[src/rtl/mdio_pkg.sv]
`timescale 1ns/1ps
package mdio_pkg;
  localparam int PREAMBLE_BITS = 32;
  localparam int DATA_BITS     = 16;
  localparam int FRAME_BITS    = PREAMBLE_BITS + 32;
  localparam int SAMPLE_BIT    = FRAME_BITS - DATA_BITS;  // first PHY-driven data bit
  localparam int RELEASE_BIT   = SAMPLE_BIT - 2;          // turnaround start on reads
  localparam int HALF_W        = 6;
  localparam int CSR_W         = 4;
  localparam int ADDR_W        = 5;

  typedef struct packed {
    logic [ADDR_W-1:0] phy;
    logic [ADDR_W-1:0] regnum;
    logic [CSR_W-1:0]  csr;
    logic              wr;
    logic              go;
  } mdio_cmd_t;

  // Half of the MDC period in system clocks for each clock-range code.
  function automatic logic [HALF_W-1:0] half_period(input logic [CSR_W-1:0] code);
    case (code)
      4'd0:    half_period = 6'd8;
      4'd1:    half_period = 6'd13;
      4'd2:    half_period = 6'd21;
      4'd3:    half_period = 6'd31;
      4'd4:    half_period = 6'd51;
      default: half_period = 6'd62;
    endcase
  endfunction
endpackage

[src/rtl/mdio_clkgen.sv]
`timescale 1ns/1ps
module mdio_clkgen
  import mdio_pkg::*;
(
  input  logic              clk,
  input  logic              rst_n,
  input  logic              run,
  input  logic              restart,
  input  logic [HALF_W-1:0] half,
  output logic              mdc,
  output logic              rise_tick,
  output logic              fall_tick
);
  logic [HALF_W-1:0] cnt_q, cnt_d;
  logic              mdc_d;
  logic              wrap;

  always_comb begin
    wrap      = run && !restart && (cnt_q == half - 1'b1);
    rise_tick = wrap && !mdc;
    fall_tick = wrap && mdc;
    cnt_d     = cnt_q;
    mdc_d     = mdc;
    if (restart || !run) begin
      cnt_d = '0;
      mdc_d = 1'b0;
    end else if (wrap) begin
      cnt_d = '0;
      mdc_d = !mdc;
    end else begin
      cnt_d = cnt_q + 1'b1;
    end
  end

  always_ff @(posedge clk or negedge rst_n) begin
    if (!rst_n) begin
      cnt_q <= '0;
      mdc   <= 1'b0;
    end else begin
      cnt_q <= cnt_d;
      mdc   <= mdc_d;
    end
  end

  // MDC never runs while the block is idle.
  assert_mdc_idle_low_R3: assert property (@(posedge clk) disable iff (!rst_n)
    !run |=> !mdc);
endmodule

[src/rtl/mdio_shifter.sv]
`timescale 1ns/1ps
module mdio_shifter
  import mdio_pkg::*;
(
  input  logic                 clk,
  input  logic                 rst_n,
  input  logic                 start,
  input  logic                 wr,
  input  logic [ADDR_W-1:0]    phy,
  input  logic [ADDR_W-1:0]    regnum,
  input  logic [DATA_BITS-1:0] wdata,
  input  logic                 rise_tick,
  input  logic                 fall_tick,
  input  logic                 mdio_i,
  output logic                 mdio_o,
  output logic                 mdio_oe,
  output logic                 active,
  output logic                 done,
  output logic [DATA_BITS-1:0] rdata
);
  localparam int IW = $clog2(FRAME_BITS);
  localparam logic [IW-1:0] LAST_IDX   = IW'(FRAME_BITS - 1);
  localparam logic [IW-1:0] PRE_REL    = IW'(RELEASE_BIT - 1);
  localparam logic [IW-1:0] SAMPLE_IDX = IW'(SAMPLE_BIT);
  localparam logic [IW-1:0] REL_IDX    = IW'(RELEASE_BIT);

  logic [FRAME_BITS-1:0] sh_q, sh_d, frame;
  logic [IW-1:0]         idx_q, idx_d;
  logic                  act_q, act_d, wr_q, wr_d, oe_q, oe_d;
  logic [DATA_BITS-1:0]  rd_q, rd_d;

  always_comb begin
    frame = {{PREAMBLE_BITS{1'b1}}, 2'b01, (wr ? 2'b01 : 2'b10), phy, regnum,
             (wr ? 2'b10 : 2'b11), (wr ? wdata : {DATA_BITS{1'b1}})};
    sh_d  = sh_q;
    idx_d = idx_q;
    act_d = act_q;
    wr_d  = wr_q;
    oe_d  = oe_q;
    rd_d  = rd_q;
    done  = act_q && fall_tick && (idx_q == LAST_IDX);
    if (start) begin
      sh_d  = frame;
      idx_d = '0;
      act_d = 1'b1;
      wr_d  = wr;
      oe_d  = 1'b1;
    end else if (act_q) begin
      if (rise_tick && !wr_q && (idx_q >= SAMPLE_IDX)) begin
        rd_d = {rd_q[DATA_BITS-2:0], mdio_i};
      end
      if (fall_tick) begin
        if (idx_q == LAST_IDX) begin
          act_d = 1'b0;
          oe_d  = 1'b0;
        end else begin
          idx_d = idx_q + 1'b1;
          sh_d  = {sh_q[FRAME_BITS-2:0], 1'b1};
          if (!wr_q && (idx_q == PRE_REL)) oe_d = 1'b0;
        end
      end
    end
  end

  always_ff @(posedge clk or negedge rst_n) begin
    if (!rst_n) begin
      sh_q  <= '1;
      idx_q <= '0;
      act_q <= 1'b0;
      wr_q  <= 1'b0;
      oe_q  <= 1'b0;
      rd_q  <= '0;
    end else begin
      sh_q  <= sh_d;
      idx_q <= idx_d;
      act_q <= act_d;
      wr_q  <= wr_d;
      oe_q  <= oe_d;
      rd_q  <= rd_d;
    end
  end

  assign mdio_o  = sh_q[FRAME_BITS-1];
  assign mdio_oe = oe_q;
  assign active  = act_q;
  assign rdata   = rd_q;

  // a read frame keeps MDIO released from the turnaround onwards.
  assert_read_release_R5: assert property (@(posedge clk) disable iff (!rst_n)
    (act_q && !wr_q && (idx_q >= REL_IDX)) |-> !oe_q);
  // a write frame drives MDIO for every bit.
  assert_write_driven_R4: assert property (@(posedge clk) disable iff (!rst_n)
    (act_q && wr_q) |-> oe_q);
endmodule

[src/rtl/mdio_host_regs.sv]
`timescale 1ns/1ps
module mdio_host_regs
  import mdio_pkg::*;
(
  input  logic                 clk,
  input  logic                 rst_n,
  input  logic                 reg_we,
  input  logic                 reg_sel,
  input  logic [15:0]          reg_wdata,
  input  logic                 frame_done,
  input  logic [DATA_BITS-1:0] rd_data,
  output mdio_cmd_t            cmd_q,
  output logic [DATA_BITS-1:0] data_q,
  output logic                 start,
  output logic                 wake_req
);
  mdio_cmd_t            cmd_d;
  logic [DATA_BITS-1:0] data_d;
  logic                 accept;

  always_comb begin
    accept   = reg_we && !cmd_q.go;
    start    = accept && !reg_sel && reg_wdata[0];
    wake_req = accept && !reg_sel && !reg_wdata[0];
    cmd_d    = cmd_q;
    data_d   = data_q;
    if (accept && !reg_sel) cmd_d  = mdio_cmd_t'(reg_wdata);
    if (accept && reg_sel)  data_d = reg_wdata;
    if (frame_done) begin
      cmd_d.go = 1'b0;
      if (!cmd_q.wr) data_d = rd_data;
    end
  end

  always_ff @(posedge clk or negedge rst_n) begin
    if (!rst_n) begin
      cmd_q  <= '0;
      data_q <= '0;
    end else begin
      cmd_q  <= cmd_d;
      data_q <= data_d;
    end
  end

  // a running frame keeps its command and busy flag until it ends.
  assert_cmd_frozen_R7: assert property (@(posedge clk) disable iff (!rst_n)
    (cmd_q.go && !frame_done) |=> (cmd_q.go &&
      $stable({cmd_q.phy, cmd_q.regnum, cmd_q.csr, cmd_q.wr})));
  // the data register does not move while a frame runs.
  assert_data_frozen_R7: assert property (@(posedge clk) disable iff (!rst_n)
    (cmd_q.go && !frame_done) |=> $stable(data_q));
endmodule

[src/rtl/mdio_mgmt_master.sv]
`timescale 1ns/1ps
module mdio_mgmt_master
  import mdio_pkg::*;
#(
  parameter int WAKE_PERIODS = 4
) (
  input  logic        clk,
  input  logic        rst_n,
  input  logic        reg_we,
  input  logic        reg_sel,
  input  logic [15:0] reg_wdata,
  output logic [15:0] cmd_rdata,
  output logic [15:0] data_rdata,
  output logic        mdc,
  output logic        mdio_o,
  output logic        mdio_oe,
  input  logic        mdio_i
);
  localparam int WW = (WAKE_PERIODS > 1) ? $clog2(WAKE_PERIODS) : 1;
  localparam logic [WW-1:0] WAKE_LAST = WW'(WAKE_PERIODS - 1);

  logic [1:0]           rst_pipe;
  logic                 rst_n_s;
  mdio_cmd_t            cmd_q;
  logic [DATA_BITS-1:0] data_q, rd_data;
  logic                 start, wake_req, frame_done, sh_active;
  logic                 rise_tick, fall_tick, run, restart;
  logic                 wake_q, wake_d;
  logic [WW-1:0]        wcnt_q, wcnt_d;

  // Asynchronous assertion, synchronous release.
  always_ff @(posedge clk or negedge rst_n) begin
    if (!rst_n) rst_pipe <= 2'b00;
    else        rst_pipe <= {rst_pipe[0], 1'b1};
  end
  assign rst_n_s = rst_pipe[1];

  mdio_host_regs u_regs (
    .clk(clk), .rst_n(rst_n_s), .reg_we(reg_we), .reg_sel(reg_sel),
    .reg_wdata(reg_wdata), .frame_done(frame_done), .rd_data(rd_data),
    .cmd_q(cmd_q), .data_q(data_q), .start(start), .wake_req(wake_req)
  );

  always_comb begin
    wake_d = wake_q;
    wcnt_d = wcnt_q;
    if (start) begin
      wake_d = 1'b0;
    end else if (wake_req) begin
      wake_d = 1'b1;
      wcnt_d = '0;
    end else if (wake_q && fall_tick) begin
      if (wcnt_q == WAKE_LAST) wake_d = 1'b0;
      else                     wcnt_d = wcnt_q + 1'b1;
    end
    run     = cmd_q.go || wake_q;
    restart = start || wake_req;
  end

  always_ff @(posedge clk or negedge rst_n_s) begin
    if (!rst_n_s) begin
      wake_q <= 1'b0;
      wcnt_q <= '0;
    end else begin
      wake_q <= wake_d;
      wcnt_q <= wcnt_d;
    end
  end

  mdio_clkgen u_clk (
    .clk(clk), .rst_n(rst_n_s), .run(run), .restart(restart),
    .half(half_period(cmd_q.csr)), .mdc(mdc),
    .rise_tick(rise_tick), .fall_tick(fall_tick)
  );

  mdio_shifter u_shift (
    .clk(clk), .rst_n(rst_n_s), .start(start), .wr(reg_wdata[1]),
    .phy(reg_wdata[15:11]), .regnum(reg_wdata[10:6]), .wdata(data_q),
    .rise_tick(rise_tick), .fall_tick(fall_tick), .mdio_i(mdio_i),
    .mdio_o(mdio_o), .mdio_oe(mdio_oe), .active(sh_active),
    .done(frame_done), .rdata(rd_data)
  );

  assign cmd_rdata  = cmd_q;
  assign data_rdata = data_q;

  // inside a frame the MDIO output moves only with a falling MDC.
  assert_mdio_on_fall_R8: assert property (@(posedge clk) disable iff (!rst_n_s)
    (sh_active && $past(sh_active) && (mdio_o != $past(mdio_o))) |-> $fell(mdc));
  // MDIO is driven only while the busy flag is up.
  assert_oe_needs_busy_R2: assert property (@(posedge clk) disable iff (!rst_n_s)
    mdio_oe |-> cmd_q.go);
  // the wake burst never drives MDIO.
  assert_wake_released_R9: assert property (@(posedge clk) disable iff (!rst_n_s)
    wake_q |-> !mdio_oe);
endmodule

[config.mk]
export PLATFORM = sky130hd
export DESIGN_NAME = mdio_mgmt_master
export DESIGN_NICKNAME = d
export VERILOG_FILES = /design/src/rtl/mdio_pkg.sv /design/src/rtl/mdio_clkgen.sv /design/src/rtl/mdio_shifter.sv /design/src/rtl/mdio_host_regs.sv /design/src/rtl/mdio_mgmt_master.sv
export SDC_FILE = /design/constraint.sdc
export NUM_CORES = 1
export LEC_CHECK = 0
export CORE_UTILIZATION = 30
export DETAILED_ROUTE_END_ITERATION = 8
export MAX_ROUTING_LAYER = met4
export PLACE_DENSITY = 0.51
export RECOVER_POWER = 25
export SYNTH_ARGS = -nofsm -noshare
export SYNTH_HDL_FRONTEND = slang
export SYNTH_HIERARCHICAL = 1
export SYNTH_SLANG_ARGS = --single-unit
[constraint.sdc]
create_clock -name clk -period 4.6 [get_ports clk]
set_input_delay 0.92 -clock clk [delete_from_list [all_inputs] [get_ports clk]]
set_output_delay 0.92 -clock clk [all_outputs]
set_load 0.05 [all_outputs]
# Yosys cells after proc, flatten, opt, wreduce, memory -nomap -nowiden
# Cells that the tools add are included.
[classes] add_sub_neg=4 magnitude_cmp=1 eq_ne=10 n_mux=37 bitwise=1 n_reduce_logical=39
[ops] cell="64-bit two-way mux" count=4
[ops] cell="16-bit two-way mux" count=4
[ops] cell="6-bit two-way mux" count=6
[ops] cell="6-bit one-hot mux with 5 select lines" count=1
[ops] cell="1-bit two-way mux" count=18
[ops] cell="1-bit logical AND" count=15
[ops] cell="6-bit by 1-bit adder with 6-bit output, second input constant" count=2
[ops] cell="6-bit equality test, second input constant" count=2
[ops] cell="3-bit AND reduction" count=4
[ops] cell="2-bit nonzero test" count=5
[ops] cell="3-bit nonzero test" count=3
[ops] cell="4-bit by 2-bit equality test with 1-bit output, second input constant" count=2
[ops] cell="2-bit two-way mux" count=4
[ops] cell="1-bit logical NOT" count=7
[ops] cell="6-bit equality test" count=1
[ops] cell="6-bit >= comparator, second input constant" count=1
[ops] cell="6-bit by 1-bit subtractor with 6-bit output, second input constant" count=1
[ops] cell="4-bit by 1-bit equality test with 1-bit output, second input constant" count=1
[ops] cell="4-bit by 3-bit equality test with 1-bit output, second input constant" count=1
[ops] cell="4-bit logical NOT" count=1
[ops] cell="2-bit != test, second input constant" count=2
[ops] cell="1-bit logical OR" count=3
[ops] cell="2-bit by 1-bit adder with 2-bit output, second input constant" count=1
[ops] cell="2-bit equality test, second input constant" count=1
[ops] cell="2 further kinds" count=2
[totals] ff_bits=133 inputBits=21 elab_cells=109

# Logic depth before layout (Yosys ltp)
[logic_depth] ltp_word=13 mapped_depth=16 depth_no_buf=15

# By module
# Netlist, hierarchy kept.
[by_module_without_submodules] mod="mdio_shifter" n_inst=1 cells_each=393 area_each_um2=3975.1 seq_area_each_um2=2307.2
[by_module_without_submodules] mod="mdio_host_regs" n_inst=1 cells_each=127 area_each_um2=1403.8 seq_area_each_um2=800.8
[by_module_without_submodules] mod="mdio_clkgen" n_inst=1 cells_each=55 area_each_um2=494.2 seq_area_each_um2=175.2
[by_module_without_submodules] mod="mdio_mgmt_master" n_inst=1 cells_each=29 area_each_um2=280.3 seq_area_each_um2=125.1

# Least setup slack after synthesis
# OpenSTA, ideal clock, no wires.
[synth_path] path_kind="reg-to-reg" startpoint="register, netlist name u_regs/cmd_q[3]" endpoint="register u_shift.rd_q[10] (netlist: u_shift/rdata[10])" setup_ns=0.125 t_arrival_ns=3.526 required_time_ns=4.475 setup_slack_ns=0.949 path_stages_with_launch=15 n_path_buf=1 synth_period_minus_slack_ns=3.651 cell_sequence="dfrtp_1 -> nor2_1 -> xor2_1 -> nor2_1 -> inv_1 -> ha_1 -> nand2b_1 -> o211a_1 -> o31a_1 -> or3b_1 -> nor2_1 -> nand4_2 -> nor3b_4 -> buf_12 -> mux2_4"
[synth_via] elab_chain_cells=9
[synth_lines] item="4-bit by 3-bit equality test with 1-bit output, or another cell as far along" line_no="mdio_pkg.sv:22" source="case (code)"
[synth_lines] item="6-bit one-hot mux with 5 select lines *" line_no="mdio_pkg.sv:22"
[synth_lines] item="6-bit by 1-bit subtractor with 6-bit output *" line_no="mdio_clkgen.sv:19" source="wrap = run && !restart && (cnt_q == half - 1'b1);"
[synth_lines] item="6-bit equality test *" line_no="mdio_clkgen.sv:19"
[synth_lines] item="1-bit logical AND *" line_no="mdio_clkgen.sv:19"
[synth_lines] item="1-bit logical AND *" line_no="mdio_clkgen.sv:20" source="rise_tick = wrap && !mdc;"
[synth_lines] item="via rise_tick" line_no="mdio_mgmt_master.sv:27" source="logic rise_tick, fall_tick, run, restart;"
[synth_lines] item="1-bit logical AND * (2 in a row)" line_no="mdio_shifter.sv:49" source="if (rise_tick && !wr_q && (idx_q >= SAMPLE_IDX)) begin"
[synth_lines] item="3-bit AND reduction (no line) *"
[synth_lines] item="end signal: assignment" line_no="mdio_shifter.sv:79" source="rd_q <= rd_d;"
[synth_lines] item="end: declaration" line_no="mdio_shifter.sv:30" source="logic [DATA_BITS-1:0] rd_q, rd_d;"
# The timed path passes the listed nets; every way through them passes the cells marked *.
# A chain may end at the register's enable or synchronous reset.

# Final worst setup path
[layout_path] startpoint="register, netlist name u_regs/cmd_q[3]" endpoint="register u_regs.data_q[13]"
[layout_via] elab_chain_cells=9
[layout_lines] item="4-bit by 3-bit equality test with 1-bit output, or another cell as far along" line_no="mdio_pkg.sv:22"
[layout_lines] item="6-bit one-hot mux with 5 select lines *" line_no="mdio_pkg.sv:22"
[layout_lines] item="6-bit by 1-bit subtractor with 6-bit output *" line_no="mdio_clkgen.sv:19"
[layout_lines] item="6-bit equality test *" line_no="mdio_clkgen.sv:19"
[layout_lines] item="1-bit logical AND *" line_no="mdio_clkgen.sv:19"
[layout_lines] item="1-bit logical AND *" line_no="mdio_clkgen.sv:21" source="fall_tick = wrap && mdc;"
[layout_lines] item="via fall_tick" line_no="mdio_mgmt_master.sv:27"
[layout_lines] item="1-bit logical AND * (2 in a row)" line_no="mdio_shifter.sv:41" source="done = act_q && fall_tick && (idx_q == LAST_IDX);"
[layout_lines] item="via frame_done" line_no="mdio_mgmt_master.sv:26" source="logic start, wake_req, frame_done, sh_active;"
[layout_lines] item="16-bit two-way mux *" line_no="mdio_host_regs.sv:29" source="if (frame_done) begin"
[layout_lines] item="via u_regs.data_d[13]" line_no="mdio_host_regs.sv:18" source="logic [DATA_BITS-1:0] data_d;"
[layout_lines] item="end signal: assignment" line_no="mdio_host_regs.sv:41" source="data_q <= data_d;"
[layout_lines] item="end: declaration" line_no="mdio_host_regs.sv:13" source="output logic [DATA_BITS-1:0] data_q,"
# Marked as above.

==> impl_metrics.tcl <==
set metrics [dict create \
    critPathMaxStageDelay_ns 0.47 \
    synth.yosys.seq_area_share_pct 55.4 \
    htree_levels 4 \
    ir_drop_mv 0.365 \
    ys_types 60 \
    crit_chain "nor2_1, xor2_1, nor2_1, inv_1, ha_1, nand2b_1, o211a_1, o31a_1, or3b_1, nor2_1, nand2_1, nor3_1, nand2b_1, buf_4, nor2_1, a31oi_1" \
    grtUsageTotal_pct 14.1 \
    die_width_um 145 \
    crit_fanout 32 \
    leakagePower_uw 0.00321 \
    netlist_top_cells_count "a21oi_1, nor2_1, nand2_1, dfrtp_1, dfstp_2" \
    p_int_uw 2810 \
    core_mm2 0.0202 \
    multi_input_area_mm2 0.00250 \
    report.final.slew_viol_count 47 \
    clock-sinks 133 \
    die_area_mm2 0.0211 \
    fillCellCount 1998 \
    ant_nets 0 \
    die_y_um 145 \
    post-synth-top-count-cell "a21oi_1" \
    netSwitchingFraction_pct 34.0 \
    synthArstFlopShare_pct 100 \
    crit_top_cell "nor2_1" \
    fin_crit_ns 3.76 \
    comb_power_share_pct 28.3 \
    placed_cells 903 \
    hold_path.class "reg2reg" \
    ff_latch_area_mm2 0.00341 \
    critPathKind "reg2reg" \
    cts-root-buf "clkbuf_16" \
    synth_area_per_cell_um2 10.2 \
    post_cts_buffers 0 \
    first_pass_iters 5 \
    crit_required_ns 4.88 \
    area_delta_synth_final_pct 21.8 \
    nNetsFinal 678 \
    clk_pin_slew_worst_paths_ns 0.06 \
    drc_errors 0 \
    route.vias.total 4476 \
    tightest_slew_ns 1.88 \
    fmax_mhz 266 \
    hold_viol 0 \
    rsz0062_at_grt "no" \
    gp_congestion 0.839 \
    drt_iter0_drc 311 \
    drive_gt1_share_pct 22.6 \
    slew-limit-headroom_pct -25.2 \
    cts_made_buffers 17 \
    insertion_delay_ns 0.42 \
    setup_viol 0 \
    drt-vias-per-instance 4.79 \
    initial_core_util_pct 30.5 \
    ctsResizeCount 0 \
    violations "max-capacitance violations, max-slew violations" \
    fin_cells 935 \
    critical_path_arrival_ns 4.04 \
    synth_area_leaders "dfrtp_1, dfstp_2, a21oi_1" \
    pwr-share-seq_pct 41.7 \
    synth_edf_count 0 \
    grt_overflow 0 \
    synthFlopType "dfrtp_1" \
    hold_buffers 0 \
    period_share_pct 81.6 \
    grt_start_max_net_pins 95 \
    power_density_mw_per_mm2 568 \
    grt_pass1_wl_um 22800 \
    drt-total-wl_um 13500 \
    clock_power_share_pct 30.0 \
    cts_buffer_depth 2 \
    synth_top_cell_by_area "dfrtp_1" \
    diodes 0 \
    syn_inst 604 \
    antenna_found_initial 0 \
    synth.ff_latch_count 133 \
    grt_pass1_vias 4437 \
    wire_per_inst_um 14.4 \
    io_pins 56 \
    num_rows 52 \
    yosys.area.top_type_share_pct 28.1 \
    final_util_pct 37.1 \
    crit_slowest_cell "dfrtp_1" \
    cts_tree "built" \
    syn_area_mm2 0.00615 \
    finClkSkew_ns 0.00776 \
    drv_cap 1 \
    yosysWarnings 6 \
    p_sw_uw 1440 \
    io_buffers 55 \
    cp-end-kind "flip-flop" \
    fin_tns_setup_ns 0 \
    startpoint_type "flip-flop" \
    status "finished, violations left" \
    dp_hpwl_um 8730 \
    mappedNetlistNets 630 \
]
[critical path: cells and delay by family (launching register included)]
family / cells / cell delay [ns]
simple gates: 9 / 1.97
flops: 1 / 0.47
compound gates: 3 / 0.45
buf+inv: 2 / 0.31
fa+ha+maj: 1 / 0.25
xor+xnor: 1 / 0.14
[metrics by stage]
stage                     total power (µW)  setup slack [ns]  cell area (µm²)  hold WS [ns]
after floorplan                       2600             0.732             6150         0.331
after global placement                2970             0.610             6930         0.339
after detailed placement              3000             0.571             6930         0.336
after CTS                             4300             0.875             7500         0.349
after global routing                  4480             0.516             7490         0.354
final                                 4250             0.844             7490         0.346
[kinds of logic (layout without fill, tap and decap cells)]
| logic type | count (synthesis) | in the layout | share of synthesized area (%) |
|---|---|---|---|
| and+or+nand+nor | 241 | 241 | 18.5 |
| DFF | 133 | 133 | 55.4 |
| AOI/OAI and AO/OA | 132 | 132 | 11.9 |
| buffers and inverters | 46 | 107 | 4.23 |
| muxes | 32 | 32 | 6.87 |
| xor gates and xnor gates | 14 | 14 | 1.99 |
| adders and majority gates | 5 | 5 | 1.02 |
| other | 1 | 1 | 0.0609 |
[area by class of cell]
class	instances	share of cell area [%]
clock buffers	23	6.51
inverters	9	0.451
repair buffers	66	8.58
well taps	270	4.51
multi-input cells	425	33.4
clock inverters	9	1.02
flip-flops and latches	133	45.5
[sequential cells by signal (all words and copies together) (netlist names)]
signal,cells
u_clk/cnt_q,6
u_shift/rdata,16
u_shift/sh_q,64
rst_pipe,2
u_clk/mdc,1
u_shift/wr_q,1
u_regs/cmd_q,16
u_shift/active,1
wake_q,1
u_regs/data_q,16
wcnt_q,2
u_shift/mdio_oe,1
u_shift/idx_q,6
[power groups by stage]
stage               clock [µW]  combinational (µW)  sequential, µW
finish                    1280                1200            1770
detailed placement           0                1210            1790
global placement             0                1190            1780
floorplan                    0                 480            2120
CTS                       1310                1210            1780
global route              1360                1300            1810
[layout by cell type (no fill, tap or decap), types with 4 or more instances in the layout]
cell	instances
a21oi_1	93
nor2_1	82
nand2_1	71
dfrtp_1	69
dfstp_2	64
clkdlybuf4s50_1	54
nor3_1	40
clkbuf_16	17
mux2_4	17
a31oi_1	16
mux2_2	14
nor2b_1	13
buf_4	9
inv_1	9
xor2_1	8
xnor2_1	6
ha_1	5
or3_1	4
clkbuf_8	4
clkinv_2	4
nand3_1	4
o21ai_0	4
[routing by layer]
| metal | vias to the layer above | part of all wire, % | global-route usage (%) |
|---|---|---|---|
| met1 | 2185 | 47 | 17.8 |
| met2 | 101 | 47 | 21.4 |
| met4 | 0 | 1.8 | 5.68 |
| li1 | 2170 | - | - |
| met3 | 20 | 4.2 | 3.65 |
| met5 | - | 0 | - |
[worst paths after layout]
kind,from,to,slack [ns],cells past startpoint
max,u_regs/cmd_q[3],u_regs/data_q[13],0.84,16
min,rst_pipe[0],rst_pipe[1],0.35,0
max reg2reg,u_regs/cmd_q[3],u_regs/data_q[13],0.84,16
min reg2reg,rst_pipe[0],rst_pipe[1],0.35,0
max in group asynchronous,rst_pipe[1],u_shift/idx_q[5],1.91,1
min in group asynchronous,rst_n,rst_pipe[0],0.73,1
No activity file was read; power rests on OpenSTA's default activity.
